<file path="src/rtl/mfclk_pkg.sv">
package mfclk_pkg;

    typedef enum logic [1:0] {
        AL_SEEK    = 2'd0,
        AL_LOCKED  = 2'd1,
        AL_SLIPPED = 2'd2
    } align_state_t;

    typedef enum logic {
        RQ_IDLE = 1'b0,
        RQ_WAIT = 1'b1
    } req_state_t;

endpackage

</file>
<file path="src/rtl/mfclk_sysref_capture.sv">
// Registers SYSREF, detects its rising edge, and delays that edge
// into a reload strobe.
module mfclk_sysref_capture #(
    parameter int unsigned ALIGN_DELAY = 2
) (
    input  logic clk,
    input  logic rst_n,
    input  logic sysref_i,
    output logic edge_o,
    output logic strobe_o
);
    logic sr_q;
    logic sr_d;

    always_ff @(posedge clk) begin
        if (!rst_n) begin
            sr_q <= 1'b0;
            sr_d <= 1'b0;
        end else begin
            sr_q <= sysref_i;
            sr_d <= sr_q;
        end
    end

    assign edge_o = sr_q & ~sr_d;

    generate
        if (ALIGN_DELAY <= 1) begin : g_direct
            assign strobe_o = edge_o;
        end else begin : g_line
            localparam int unsigned STAGES = ALIGN_DELAY - 1;
            logic line [0:STAGES];
            assign line[0] = edge_o;
            for (genvar gi = 1; gi <= STAGES; gi++) begin : g_stage
                always_ff @(posedge clk) begin
                    if (!rst_n) begin
                        line[gi] <= 1'b0;
                    end else begin
                        line[gi] <= line[gi-1];
                    end
                end
            end
            assign strobe_o = line[STAGES];
        end
    endgenerate
endmodule

</file>
<file path="src/rtl/mfclk_phase_counter.sv">
// Counts beats within a multiframe and tracks the octet offset within
// the current frame.
module mfclk_phase_counter #(
    parameter int unsigned BEATS        = 8,
    parameter int unsigned FRAME_OCTETS = 8,
    parameter int unsigned BEAT_OCTETS  = 4
) (
    input  logic clk,
    input  logic rst_n,
    input  logic load_i,
    output logic mf_start_o,
    output logic fr_start_o,
    output logic at_last_o
);
    localparam int unsigned CW = (BEATS > 1) ? $clog2(BEATS) : 1;
    localparam int unsigned OW = $clog2(FRAME_OCTETS + BEAT_OCTETS) + 1;

    logic [CW-1:0] cnt;
    logic [OW-1:0] off;
    logic [OW-1:0] off_next;

    assign at_last_o = (cnt == CW'(BEATS - 1));
    assign off_next  = OW'((int'(off) + int'(BEAT_OCTETS)) % int'(FRAME_OCTETS));

    always_ff @(posedge clk) begin
        if (!rst_n) begin
            cnt <= '0;
            off <= '0;
        end else if (load_i || at_last_o) begin
            cnt <= '0;
            off <= '0;
        end else begin
            cnt <= cnt + CW'(1);
            off <= off_next;
        end
    end

    assign mf_start_o = (cnt == '0);
    // The beat spans octets [off, off+BEAT_OCTETS): a frame start lies inside it
    // when the offset is zero or the frame ends before the beat does.
    assign fr_start_o = (off == '0) ||
                        (int'(off) > int'(FRAME_OCTETS) - int'(BEAT_OCTETS));
endmodule

</file>
<file path="src/rtl/mfclk_sysref_request.sv">
// Raises a request for a new SYSREF when resynchronisation is asked for
// while SYSREF is gated off; clears it on the next SYSREF edge.
module mfclk_sysref_request
    import mfclk_pkg::*;
(
    input  logic clk,
    input  logic rst_n,
    input  logic resync_req_i,
    input  logic sysref_gated_i,
    input  logic sr_edge_i,
    output logic req_o
);
    req_state_t state_q;
    req_state_t state_d;
    logic       resync_q;
    logic       resync_rise;

    assign resync_rise = resync_req_i & ~resync_q;

    always_ff @(posedge clk) begin
        if (!rst_n) begin
            state_q  <= RQ_IDLE;
            resync_q <= 1'b0;
        end else begin
            state_q  <= state_d;
            resync_q <= resync_req_i;
        end
    end

    always_comb begin
        state_d = state_q;
        unique case (state_q)
            RQ_IDLE: if (resync_rise && sysref_gated_i && !sr_edge_i) state_d = RQ_WAIT;
            RQ_WAIT: if (sr_edge_i) state_d = RQ_IDLE;
            default: state_d = RQ_IDLE;
        endcase
    end

    always_comb begin
        req_o = (state_q == RQ_WAIT);
    end
endmodule

</file>
<file path="src/rtl/mfclk_lmfc_gen.sv">
module mfclk_lmfc_gen
    import mfclk_pkg::*;
#(
    parameter int unsigned FRAME_OCTETS = 8,
    parameter int unsigned MF_FRAMES    = 4,
    parameter int unsigned BEAT_OCTETS  = 4,
    parameter int unsigned ALIGN_DELAY  = 2
) (
    input  logic clk,
    input  logic rst_n,
    input  logic sysref_i,
    input  logic realign_en_i,
    input  logic resync_req_i,
    input  logic sysref_gated_i,
    output logic lmfc_o,
    output logic frame_o,
    output logic aligned_o,
    output logic misalign_o,
    output logic sysref_req_o
);
    localparam int unsigned MF_OCTETS = FRAME_OCTETS * MF_FRAMES;
    localparam int unsigned MF_BEATS  = MF_OCTETS / BEAT_OCTETS;

    align_state_t state_q;
    align_state_t state_d;
    logic sr_edge;
    logic strobe;
    logic load;
    logic mis_set;
    logic mis_q;
    logic mf_start;
    logic fr_start;
    logic at_last;

    mfclk_sysref_capture #(.ALIGN_DELAY(ALIGN_DELAY)) u_capture (
        .clk      (clk),
        .rst_n    (rst_n),
        .sysref_i (sysref_i),
        .edge_o   (sr_edge),
        .strobe_o (strobe)
    );

    mfclk_phase_counter #(
        .BEATS        (MF_BEATS),
        .FRAME_OCTETS (FRAME_OCTETS),
        .BEAT_OCTETS  (BEAT_OCTETS)
    ) u_phase (
        .clk        (clk),
        .rst_n      (rst_n),
        .load_i     (load),
        .mf_start_o (mf_start),
        .fr_start_o (fr_start),
        .at_last_o  (at_last)
    );

    mfclk_sysref_request u_request (
        .clk            (clk),
        .rst_n          (rst_n),
        .resync_req_i   (resync_req_i),
        .sysref_gated_i (sysref_gated_i),
        .sr_edge_i      (sr_edge),
        .req_o          (sysref_req_o)
    );

    // State register
    always_ff @(posedge clk) begin
        if (!rst_n) begin
            state_q <= AL_SEEK;
            mis_q   <= 1'b0;
        end else begin
            state_q <= state_d;
            if (mis_set) mis_q <= 1'b1;
        end
    end

    // Next state. A strobe is on a boundary when the running count would
    // wrap to zero at the same edge anyway.
    always_comb begin
        state_d = state_q;
        load    = 1'b0;
        mis_set = 1'b0;
        unique case (state_q)
            AL_SEEK: begin
                if (strobe) begin
                    load    = 1'b1;
                    state_d = AL_LOCKED;
                end
            end
            AL_LOCKED: begin
                if (strobe && !at_last) begin
                    mis_set = 1'b1;
                    if (realign_en_i) load = 1'b1;
                    else              state_d = AL_SLIPPED;
                end
            end
            AL_SLIPPED: begin
                if (strobe) begin
                    if (at_last) begin
                        state_d = AL_LOCKED;
                    end else if (realign_en_i) begin
                        load    = 1'b1;
                        state_d = AL_LOCKED;
                    end
                end
            end
            default: state_d = AL_SEEK;
        endcase
    end

    // Outputs
    always_comb begin
        aligned_o  = (state_q == AL_LOCKED);
        lmfc_o     = (state_q != AL_SEEK) && mf_start;
        frame_o    = (state_q != AL_SEEK) && fr_start;
        misalign_o = mis_q;
    end
endmodule

</file>
<file path="config.mk">
export PLATFORM = sky130hd
export DESIGN_NAME = mfclk_lmfc_gen
export DESIGN_NICKNAME = d
export VERILOG_FILES = /design/src/rtl/mfclk_pkg.sv /design/src/rtl/mfclk_sysref_capture.sv /design/src/rtl/mfclk_phase_counter.sv /design/src/rtl/mfclk_sysref_request.sv /design/src/rtl/mfclk_lmfc_gen.sv
export SDC_FILE = /design/constraint.sdc
export NUM_CORES = 1
export LEC_CHECK = 0
export BUFFER_PORTS_ARGS = -buffer_cell sky130_fd_sc_hd__buf_2
export CAP_MARGIN = 5
export CORE_MARGIN = 3
export CORE_UTILIZATION = 40
export DETAILED_ROUTE_END_ITERATION = 16
export SLEW_MARGIN = 20
export SYNTH_ARGS = -nofsm -noshare
export SYNTH_HDL_FRONTEND = slang
export SYNTH_HIERARCHICAL = 1
export SYNTH_SLANG_ARGS = --single-unit
</file>
<file path="constraint.sdc">
create_clock -name clk -period 1.9 [get_ports clk]
set_clock_uncertainty 0.15 [all_clocks]
set_input_delay 0.095 -clock clk [delete_from_list [all_inputs] [get_ports clk]]
set_output_delay 0.095 -clock clk [all_outputs]
set_load 0.02 [all_outputs]
</file>
### After elaboration in Yosys (flattened, before gate mapping)

Index checks and enable logic that the tools add are counted.

* register bits: 15
* input port bits: 6
* word-level logic and storage cells: 61

* multiplexer cells: 18
* bitwise gates (word level): 7
* equal/unequal tests: 8
* magnitude comparators: 1
* add/sub/neg operators: 2
* reduce and logical (&&, ||, !) cells: 16

Operator list (count)
* $mux 2: 6
* $mux 1: 9
* $ne 2x1->1 const B: 3
* $pmux 2 s3: 1
* $gt 5x3->1 const B: 1
* $logic_and 1x1->1: 5
* $logic_not 5->1: 1
* $reduce_and 5->1: 1
* $not 1->1: 4
* $add 3x1->3 const B: 1
* $add 3x3->3 const B: 1
* $eq 3x3->1 const B: 1
* $logic_not 3->1: 1
* $ne 3x3->1 const B: 1
* $pmux 1 s3: 1
* $reduce_or 3->1: 1
* $and 1x1->1: 2
* $eq 2x1->1 const B: 1
* $eq 2x2->1 const B: 1
* $logic_not 1->1: 2
* $logic_not 2->1: 1
* $logic_or 1x1->1: 2
* $ne 2x2->1 const B: 1
* $pmux 1 s2: 1
* 3 further kinds: 3

### Depth between registers and ports, before layout

Gate-level depths: netlist of run 1.

* depth after elaboration: 7
* depth in mapped cells: 6

### Hierarchy

Netlist of run 1, hierarchy kept.

By module, submodules not included
* mfclk_phase_counter: area each 190.2 sq um, cells an instance 15, seq. area each 80.1 sq um, times used 1
* mfclk_lmfc_gen: area each 173.9 sq um, cells an instance 20, seq. area each 60.1 sq um, times used 1
* mfclk_sysref_capture: area each 87.6 sq um, cells an instance 7, seq. area each 60.1 sq um, times used 1
* mfclk_sysref_request: area each 68.8 sq um, cells an instance 7, seq. area each 40.0 sq um, times used 1

### Worst setup path after synthesis of run 1

Ideal clock, no wire load.

* kind: reg-to-reg
* from: register u_phase.cnt[0]
* to: register u_phase.cnt[1]
* required time: 1.633 ns
* buffers on the path: 0
* slack: -0.008 ns
* arrival: 1.640 ns
* cell stages (with the launch flop): 7
* cells stage by stage: dfxtp_1 > ha_1 > ha_1 > nand2b_1 > maj3_2 > nor2b_2 > and4bb_2

* longest elaborated chain between the ends: 7
* elaborated cells between the ends (all ways): 10

RTL lines
* start: declaration: line mfclk_phase_counter.sv:18 `logic [CW-1:0] cnt;`
* start signal: assignment: line mfclk_phase_counter.sv:33 `cnt <= cnt + CW'(1);`
* $eq 3x3->1 (*): line mfclk_phase_counter.sv:22 `assign at_last_o = (cnt == CW'(BEATS - 1));`
* via at_last: line mfclk_lmfc_gen.sv:33 `logic at_last;`
* $logic_not 1->1: line mfclk_lmfc_gen.sv:90 `if (strobe && !at_last) begin`
* $logic_and 1x1->1: line mfclk_lmfc_gen.sv:90
* $mux 1: line mfclk_lmfc_gen.sv:90
* $pmux 1 s3 (*): line mfclk_lmfc_gen.sv:82 `unique case (state_q)`
* via load: line mfclk_lmfc_gen.sv:28 `logic load;`
* $logic_or 1x1->1 (*): line mfclk_phase_counter.sv:29 `end else if (load_i || at_last_o) begin`
* $reduce_or 2->1 (no source line) (*)

The timed path passes the listed nets; every way through them passes the cells marked *.
A chain may end at the register's enable or synchronous reset.

### Final worst setup path of run 1

* from: register u_phase.cnt[0]
* to: register u_phase.cnt[2]

The elaborated chain is that of the path after synthesis.

==> run_results.csv, run 1 <==
group,metric,value,unit
clocking,cts_tree,"done",
flow_run,cap_viol_max_count,0,
timing,rsz0062_at_grt,"false",
critical_path,cp-start-kind,"register",
logic_synthesis,synth_most_common_cell,"dfxtp_1",
routing,viasPerCell,4.812,
logic_synthesis,synthFlopType,"dfxtp_1",
routing,vias,409,
logic_synthesis,synth-simple-area-share,30.29,%
timing,setup_tns,0,ns
grt,antenna_found_initial,0,
logic_synthesis,async_flop_share,0,%
power_and_ir_drop,p_int,0.4199,mW
power_and_ir_drop,p_comb_share,12.3,%
clocking,cts_buffers,3,
clocking,clk_pin_slew,0.08,ns
routing,dr.pass1.iters,3,
logic_synthesis,synthDistinctLibCells,21,
logic_synthesis,ys.warnings.count,6,
finish,instances_no_fill,85,
clocking,ctsResizeCount,0,
die,fp.dieH,42.07,µm
logic_synthesis,synth_common_cells,"dfxtp_1 (12), inv_1 (4)",
routing,drt_drc_violations_left,0,
critical_path,cp-end-kind,"register",
finish,nets,81,
logic_synthesis,synth_compound_area_share,11.30,%
placed_design,dp_hpwl,652,µm
grt,grt_usage,12.53,%
routing,routed_wirelength,961,µm
die,coreArea,1156,µm²
die,die_x,42.07,µm
die,rows,12,
timing,hold_slack,0.2964,ns
power_and_ir_drop,power.clock.fraction,37.1,%
finish,seqCellArea,240.2,µm²
logic_synthesis,yosys-top-cells-area,"dfxtp_1 (46%), ha_1 (7.2%), nor4b_2 (5.8%)",
timing,finalHoldViolations,0,
logic_synthesis,synth_nets,58,
timing,fin_ws,0.1042,ns
placed_design,placed_area,615.6,µm²
placed_design,gp_congestion,0.7102,
logic_synthesis,syn_inst,49,
logic_synthesis,muxShareOfSynthArea,0,%
logic_synthesis,synth_area,520.5,µm²
timing,setup_violations,0,
finish,syn_to_final_growth,34.86,%
finish,final_area,701.9,µm²
die,die-area,1770,µm²
critical_path,r2r_setup_slack,0.10,ns
die,io_pins,11,
placed_design,port_buffers,10,
power_and_ir_drop,max-vdd-ir-drop,0.4032,mV
logic_synthesis,synth_edf_count,0,
logic_synthesis,synth_seq_area_share,46.15,%
logic_synthesis,synth_fa_ha_area_share,9.375,%
grt,grt_pass1_vias,397,
outcome,status,"finished, final reports clean",
hold_path,hold_class,"register to register",
timing,max_slew.worst_pin.slew,0.2592,ns
critical_path,crit_fanout,3,
grt,grt_max_degree,14,
finish,fillCellCount,109,
logic_synthesis,avgSynthCellArea,10.62,µm²
placed_design,post-place-ws,0.1118,ns
placed_design,dp.cells,76,
clocking,cts-root-buf,"clkbuf_4",
critical_path,arrival,1.81,ns
routing,ant_nets,0,
routing,drt-initial-drc-count,7,
power_and_ir_drop,share_seq_of_total_power,50.6,%
power_and_ir_drop,netSwitchingFraction,22.70,%
routing,wl_per_cell,11.31,µm
grt,grt-ovfl-total,0,
power_and_ir_drop,leakage,0.3312,nW
power_and_ir_drop,power_density,773.8,nW/µm²
finish,multi_input_area,270.3,µm²
logic_synthesis,ys_seq_elements,12,
timing,relSlewSlack,82.70,%
die,initial_core_util,45.02,%
finish,drive_gt1_share,32.39,%
finish,antenna_cells,0,
clocking,clock_latency,0.27,ns
critical_path,required,1.91,ns
clocking,clockBufferDepth,2,
logic_synthesis,synth_top_area_share,46.15,%
power_and_ir_drop,switching_power,0.1233,mW
grt,grt_pass1_wl,1.676,mm
clocking,cts_sinks,12,
timing,min_period_over_period,94.52,%
timing,timing.final.max_slew_violations,0,
clocking,h-tree-depth,1,
timing,fmax,0.5568,GHz
logic_synthesis,synth_top_family_by_area,"simple AND/OR/NAND/NOR gates",
logic_synthesis,yosys.area_share.xor_xnor,0,%
logic_synthesis,synth_top_cell_by_area,"dfxtp_1",
critical_path,crit_type,"register to register",
timing,period_needed,1.796,ns
-- cell type report --
type	instances	area share [%]
Multi-Input combinational cell	33	38.50
Sequential cell	12	34.22
Timing Repair Buffer	18	17.47
Clock buffer	4	5.169
Tap cell	14	2.496
Inverter	4	2.139
-- cell families after synthesis --
group                      count (synthesis)
AOI/OAI and AO/OA                          9
adders and majority gates                  4
buffers and inverters                      4
DFF                                       12
and+or+nand+nor                           20
-- placed cells by master (no fill, tap or decap), drive strengths merged --
cell type / instances
dfxtp: 12
nor2b: 4
ha: 3
nand3b: 2
o21a: 3
and2: 3
nand2b: 2
nand4b: 1
a221oi: 1
and4bb: 2
nor4b: 2
nor2: 2
a21o: 1
clkbuf: 4
and3b: 1
buf: 13
dlygate4sd3: 5
inv: 4
a21oi: 1
maj3: 1
o21ai: 3
nand2: 1
-- power by group through the flow --
| stage | sequential [mW] | clock, mW | combinational (mW) |
|---|---|---|---|
| 3_3_place_gp | 0.280 | 0 | 0.0579 |
| 6_report | 0.275 | 0.202 | 0.0667 |
| 4_1_cts | 0.275 | 0.210 | 0.0677 |
| 2_1_floorplan | 0.281 | 0 | 0.0352 |
| 5_1_grt | 0.278 | 0.226 | 0.0748 |
| 3_5_place_dp | 0.281 | 0 | 0.0595 |
-- critical path: stages (launching register included) --
cell      delay, ns
dfxtp_1        0.32
ha_1           0.19
ha_1           0.18
nand2b_1       0.14
maj3_2         0.32
nor2b_4        0.13
and4bb_2       0.24
-- per-stage QoR --
stage / total power, mW / util [%]
CTS: 0.5521 / 60.71
detailed placement: 0.3402 / 53.25
finish: 0.5431 / 60.71
global placement: 0.3382 / 53.25
global route: 0.5784 / 60.71
floorplan: 0.3159 / -
-- sequential cells by signal, indices dropped and copies added, names as in the netlist --
signal              count
u_phase/cnt             3
state_q                 2
misalign_o              1
u_capture/sr_d          1
u_capture/sr_q          1
u_capture/strobe_o      1
u_phase/off             1
u_request/req_o         1
u_request/resync_q      1
-- final timing paths --
kind                    from               to  depth (start not counted)
min reg2reg  u_request/req_o  u_request/req_o                          2
max           u_phase/cnt[0]   u_phase/cnt[2]                          6
max reg2reg   u_phase/cnt[0]   u_phase/cnt[2]                          6
min          u_request/req_o  u_request/req_o                          2
-- routing by layer --
metal  track usage [%]  up-vias  part of all wire (%)
met5                 0        -                     0
met4             7.453        0                  0.42
met3             2.575        2                   3.7
met2             20.99        7                    46
met1             14.55      183                    49
li1                  -      217                     -
-- repair_timing --
item                                   in CTS  in global routing
setup buffers                               0                  0
endpoints found under the hold margin       5                  0
hold buffers                                5                  0
Power figures use the tool's default switching activity.
==> inputs of run 2 (changes only) <==
--- a/config.mk
+++ b/config.mk
@@ -7,9 +7,12 @@
 export LEC_CHECK = 0
 export BUFFER_PORTS_ARGS = -buffer_cell sky130_fd_sc_hd__buf_2
 export CAP_MARGIN = 5
+export CELL_PAD_IN_SITES_DETAIL_PLACEMENT = 2
+export CELL_PAD_IN_SITES_GLOBAL_PLACEMENT = 2
 export CORE_MARGIN = 3
-export CORE_UTILIZATION = 40
+export CORE_UTILIZATION = 28
 export DETAILED_ROUTE_END_ITERATION = 16
+export PLACE_DENSITY_LB_ADDON = 0.1
 export SLEW_MARGIN = 20
 export SYNTH_ARGS = -nofsm -noshare
 export SYNTH_HDL_FRONTEND = slang
==> run 2 against run 1 <==
Critical endpoint unchanged. Hold slack worse by 0.27 ns. Sequential power hardly changed. Register-to-register slack hardly changed. Fmax hardly changed. Routed wire length is 17% higher. Combinational power is 2% lower. Sequential share of layout area is 0.55 points higher. Die area is 36% higher. Worst setup slack worse by 0.0013 ns. Flip-flop and latch count stayed put.
==> run_results.csv, run 2 (synthesis gave the netlist of run 1 again) <==
group,metric,value,unit
die,fp.dieH,49.12,µm
timing,fin_ws,0.1029,ns
grt,grt-ovfl-total,0,
finish,drive_gt1_share,34.78,%
hold_path,hold_class,"input port to register",
grt,antenna_found_initial,0,
clocking,h-tree-depth,1,
clocking,clock_latency,0.26,ns
critical_path,cp-start-kind,"register",
finish,nets,80,
timing,timing.final.max_slew_violations,0,
critical_path,cp-end-kind,"register",
outcome,status,"finished, final reports clean",
grt,use_met1,13.21,%
timing,rsz0062_at_grt,"false",
grt,grt_usage,11.19,%
critical_path,crit_fanout,3,
grt,grt_util_met2,17.19,%
die,die-area,2412,µm²
power_and_ir_drop,leakage,0.3170,nW
die,rows,14,
finish,fillCellCount,182,
routing,wl_per_cell,12.09,µm
critical_path,crit_type,"register to register",
grt,top_usage_layer,"met2",
clocking,clk_pin_slew,0.07,ns
routing,vias,417,
timing,setup_violations,0,
finish,largest_register_ff_count,3,
die,coreArea,1629,µm²
timing,period_needed,1.797,ns
finish,largest_register,"u_phase/cnt",
routing,drt_drc_violations_left,0,
routing,dr.pass1.iters,1,
clocking,cts_sinks,12,
clocking,cts-root-buf,"clkbuf_4",
routing,ant_nets,0,
critical_path,required,1.91,ns
grt,grt_use_met3,3.670,%
placed_design,dp_hpwl,799,µm
grt,grt_max_degree,14,
flow_run,cap_viol_max_count,0,
timing,min_period_over_period,94.59,%
power_and_ir_drop,power_density,708.9,nW/µm²
finish,reg_top3,"u_phase/cnt x3, state_q x2",
placed_design,port_buffers,10,
timing,fmax,0.5564,GHz
finish,layout_commonest_cell,"dfxtp_1",
routing,routed_wirelength,1.124,mm
clocking,cts_buffers,3,
routing,drt-initial-drc-count,0,
placed_design,post-place-ws,0.05533,ns
timing,finalHoldViolations,0,
die,initial_core_util,31.95,%
placed_design,gp_congestion,0.6554,
timing,relSlewSlack,81.16,%
finish,antenna_cells,0,
grt,grt_pass1_vias,462,
timing,max_slew.worst_pin.slew,0.2822,ns
finish,layout_common_cells,"dfxtp_1 (11), buf_2 (10), dlygate4sd3_1 (4), inv_1 (4)",
critical_path,arrival,1.81,ns
grt,grt_pass1_wl,2.049,mm
finish,seqCellArea,241.5,µm²
timing,setup_tns,0,ns
die,die_x,49.12,µm
clocking,clockBufferDepth,2,
finish,multi_input_area,272.8,µm²
power_and_ir_drop,max-vdd-ir-drop,0.2785,mV
routing,viasPerCell,4.484,
die,io_pins,11,
clocking,cts_tree,"done",
finish,syn_to_final_growth,33.41,%
run 2: cell types whose count changed in the layout (fill, tap and decap cells not counted), sizes merged:
cell | before | now
clkbuf | 4 | 3
dlygate4sd3 | 5 | 4
run 2: worst max-delay path: stages, from the launching register on:
cell and delay, ns:
dfxtp_2 0.33, ha_1 0.19, ha_2 0.17, nand2b_1 0.14
maj3_2 0.33, nor2b_4 0.14, and4bb_2 0.24
run 2: through the flow:
step                cell area, µm²  instances  total power [mW]  utilization (%)  hold WS [ns]
finish                       694.4         93            0.4923            42.63       0.02173
global route                 694.4         93            0.5312            42.63       0.03090
floorplan                    525.5         49            0.3159                -       0.06250
CTS                          683.2         92            0.5042            41.94       0.01571
global placement             620.6         85            0.3363            38.10        0.1533
detailed placement           620.6         85            0.3393            38.10        0.1561
run 2: path summary, 6_finish.rpt:
kind,to,from,slack [ns],depth (start not counted)
max,u_phase/cnt[2],u_phase/cnt[0],0.10,6
min,misalign_o,rst_n,0.02,2
max reg2reg,u_phase/cnt[2],u_phase/cnt[0],0.10,6
min reg2reg,u_phase/off[2],u_phase/off[2],0.29,1
run 2: routing by layer:
layer / part of all wire (%) / wire [µm]
met2: 49 / 551
met4: 0 / 0
met3: 4.3 / 48
met1: 47 / 525
met5: 0 / 0
run 2: repair_timing:
item,4_1_cts,5_1_grt
endpoints found under the hold margin,4,0
setup endpoints to repair,0,2
hold buffers,4,0
setup buffers,0,1
resized for setup,0,2
run 2: power breakdown:
part | switching [mW] | internal (mW)
clock | 0.0776 | 0.0732
combinational | 0.0284 | 0.0371
sequential | 0.0102 | 0.266
total | 0.116 | 0.376
run 2: final cells by class:
type                    count  area share [%]
repair buffers             17           16.22
well taps                  24           4.324
flip-flops and latches     12           34.77
inverters                   4           2.162
clock buffers               3           3.243
multi-input cells          33           39.28
==> inputs of run 3 (changes only) <==
--- a/config.mk
+++ b/config.mk
@@ -5,12 +5,13 @@
 export SDC_FILE = /design/constraint.sdc
 export NUM_CORES = 1
 export LEC_CHECK = 0
+export ABC_AREA = 1
 export BUFFER_PORTS_ARGS = -buffer_cell sky130_fd_sc_hd__buf_2
 export CAP_MARGIN = 5
 export CELL_PAD_IN_SITES_DETAIL_PLACEMENT = 2
 export CELL_PAD_IN_SITES_GLOBAL_PLACEMENT = 2
 export CORE_MARGIN = 3
-export CORE_UTILIZATION = 28
+export CORE_UTILIZATION = 24
 export DETAILED_ROUTE_END_ITERATION = 16
 export PLACE_DENSITY_LB_ADDON = 0.1
 export SLEW_MARGIN = 20
==> run 3 against run 2 <==
Global-route usage down 0.68 points. Synthesized cell count rose by 47%. Combinational power is 23% higher. Via count is 16% higher. Sequential share of layout area is 1.1 points lower. Fmax is 12% higher. Clock power rose by 32%. Non-clock buffer count unchanged. First-iteration DRC count rose by 3. Critical endpoint is now u_phase/cnt[0]. Largest cell class is now flip-flops and latches. Largest power group unchanged. Highest routed layer is now met4.
==> run_results.csv, run 3 <==
group,metric,value,unit
timing,max_slew.worst_pin.slew,0.1879,ns
placed_design,dp_hpwl,839.3,µm
finish,reg_top3,"u_phase/cnt x3, state_q x2",
timing,period_needed,1.599,ns
timing,rsz0062_at_grt,"false",
clocking,clk_pin_slew,0.08,ns
routing,viasPerCell,4.025,
placed_design,gp_congestion,0.6852,
clocking,cts_sinks,12,
hold_path,hold_class,"input port to register",
timing,fin_ws,0.3013,ns
placed_design,dp.cells,109,
logic_synthesis,synthDistinctLibCells,14,
logic_synthesis,synth_edf_count,0,
logic_synthesis,synth_area,523.0,µm²
power_and_ir_drop,max-vdd-ir-drop,0.3968,mV
grt,grt_use_met3,2.564,%
critical_path,crit_fanout,4,
clocking,ctsResizeCount,0,
critical_path,cp-start-kind,"register",
finish,drive_gt1_share,22.58,%
timing,timing.final.max_slew_violations,0,
timing,min_period_over_period,84.14,%
grt,top_usage_layer,"met2",
grt,grt_usage,10.51,%
logic_synthesis,ys.warnings.count,6,
grt,grt_pass1_wl,2.104,mm
finish,multi_input_area,200.2,µm²
critical_path,slowest_stage,"dfxtp_1",
critical_path,cp_num_buf_inv,0,
logic_synthesis,yosys-top-cells-area,"dfxtp_1 (46%), inv_1 (14%), nor2_1 (8.6%)",
timing,setup_violations,0,
flow_run,cap_viol_max_count,0,
logic_synthesis,ys_seq_elements,12,
die,initial_core_util,25.87,%
critical_path,cpLargestDelayFamily,"simple AND/OR/NAND/NOR gates",
die,rows,16,
routing,drt_drc_violations_left,0,
timing,relSlewSlack,87.47,%
die,die_x,52.68,µm
critical_path,arrival,1.62,ns
power_and_ir_drop,switching_power,0.1379,mW
finish,largest_register,"u_phase/cnt",
grt,use_met1,12.03,%
power_and_ir_drop,power_density,779.5,nW/µm²
logic_synthesis,synthFlopType,"dfxtp_1",
routing,vias,483,
logic_synthesis,synth_nets,81,
finish,layout_commonest_cell,"inv_1",
logic_synthesis,avgSynthCellArea,7.264,µm²
logic_synthesis,synth_top_area_share,45.93,%
clocking,clockBufferDepth,2,
critical_path,crit_type,"register to register",
clocking,clock_latency,0.27,ns
power_and_ir_drop,leakage,0.3795,nW
logic_synthesis,synth_top_cell_by_area,"dfxtp_1",
finish,antenna_cells,0,
logic_synthesis,syn_inst,72,
logic_synthesis,async_flop_share,0,%
die,coreArea,2022,µm²
routing,drt-initial-drc-count,3,
placed_design,port_buffers,10,
power_and_ir_drop,share_seq_of_total_power,49.6,%
power_and_ir_drop,p_comb_share,14.5,%
critical_path,cp-end-kind,"register",
finish,syn_to_final_growth,36.36,%
grt,grt_max_degree,9,
die,fp.dieH,52.68,µm
finish,seqCellArea,240.2,µm²
finish,fillCellCount,252,
placed_design,post-place-ws,0.2766,ns
finish,instances_no_fill,120,
clocking,cts_buffers,3,
clocking,cts_tree,"done",
timing,fmax,0.6255,GHz
clocking,h-tree-depth,1,
die,io_pins,11,
logic_synthesis,synth_common_cells,"inv_1 (20), dfxtp_1 (12), nor2_1 (12)",
grt,grt-ovfl-total,0,
timing,setup_tns,0,ns
routing,ant_nets,0,
routing,wl_per_cell,9.025,µm
finish,layout_common_cells,"inv_1 (20), nor2_1 (12), dfxtp_1 (12), nand2_1 (10), buf_2 (10)",
die,die-area,2775,µm²
power_and_ir_drop,power.clock.fraction,35.9,%
grt,antenna_found_initial,0,
power_and_ir_drop,netSwitchingFraction,24.80,%
critical_path,required,1.92,ns
power_and_ir_drop,p_int,0.4181,mW
outcome,status,"finished, final reports clean",
timing,finalHoldViolations,0,
finish,nets,103,
grt,grt_util_met2,17.98,%
logic_synthesis,synth_most_common_cell,"inv_1",
routing,routed_wirelength,1.083,mm
critical_path,cpPeakStageDelay,0.33,ns
clocking,cts-root-buf,"clkbuf_4",
critical_path,cp_cell_sequence,"ha_1 -> ha_1 -> nor2_4 -> nand4_1 -> o21ai_0 -> nor2_1 -> nand2_1 -> nor2_1",
finish,largest_register_ff_count,3,
grt,grt_pass1_vias,504,
clocking,cts_hold_buf,7,
clocking,cts_setup_buffers,0,
routing,dr.pass1.iters,3,
logic_synthesis,synth_seq_area_share,45.93,%
[run 3: changes by cell type after synthesis, moves of 3 or more]
cell     delta
nor2_1     +10
inv_1      +16
nand3_1     +3
and2_1      -3
o21a_1      -3
nand2_1     +9
nor2b_1     -3
[run 3: layout make-up]
type,count,area share [%]
Multi-Input combinational cell,38,28.07
Clock buffer,4,5.088
Tap cell,27,4.737
Inverter,22,11.58
Timing Repair Buffer,17,16.84
Sequential cell,12,33.68
[run 3: final timing paths]
kind	start	to	slack (ns)	cells after the start
hold / removal	realign_en_i	state_q[1]	0.02	4
setup / recovery	u_phase/cnt[0]	u_phase/cnt[0]	0.30	8
setup reg to reg	u_phase/cnt[0]	u_phase/cnt[0]	0.30	8
hold reg to reg	u_phase/off[2]	u_phase/off[2]	0.26	1
[run 3: power by group through the flow]
stage	sequential (mW)	combinational [mW]	clock [mW]
final	0.276	0.0808	0.200
after global routing	0.279	0.0953	0.223
after CTS	0.276	0.0831	0.210
after detailed placement	0.282	0.0719	0
after global placement	0.281	0.0699	0
after floorplan	0.281	0.0471	0
[run 3: worst register-to-register path: cells and delay by family (launching register included)]
family / cells / cell delay (ns)
compound gates: 1 / 0.08
fa+ha+maj: 2 / 0.44
flops: 1 / 0.33
simple gates: 5 / 0.49
[run 3: logic make-up (layout without fill, tap and decap cells)]
family,Yosys count,count (layout),synth area share [%]
adders and majority gates,3,3,7.178
buffers and inverters,22,43,15.79
AOI/OAI and AO/OA,5,5,5.501
DFF,12,12,45.93
and+or+nand+nor,30,30,25.60
[run 3: metal layers]
metal	up-vias	routed length (µm)	share of wire, %
met3	2	44	4.1
li1	250	-	-
met5	-	0	0
met1	222	466	43
met4	0	13	1.2
met2	9	559	52
[run 3: through the flow]
stage | util (%) | cell area (µm²) | power [mW] | hold slack, ns
after floorplan | - | 523.0 | 0.3286 | 0.03845
after global placement | 30.01 | 606.8 | 0.3513 | 0.1299
after detailed placement | 30.01 | 606.8 | 0.3540 | 0.1392
after CTS | 35.27 | 713.2 | 0.5697 | 0.01091
after global routing | 35.27 | 713.2 | 0.5979 | 0.03145
final | 35.27 | 713.2 | 0.5559 | 0.01974
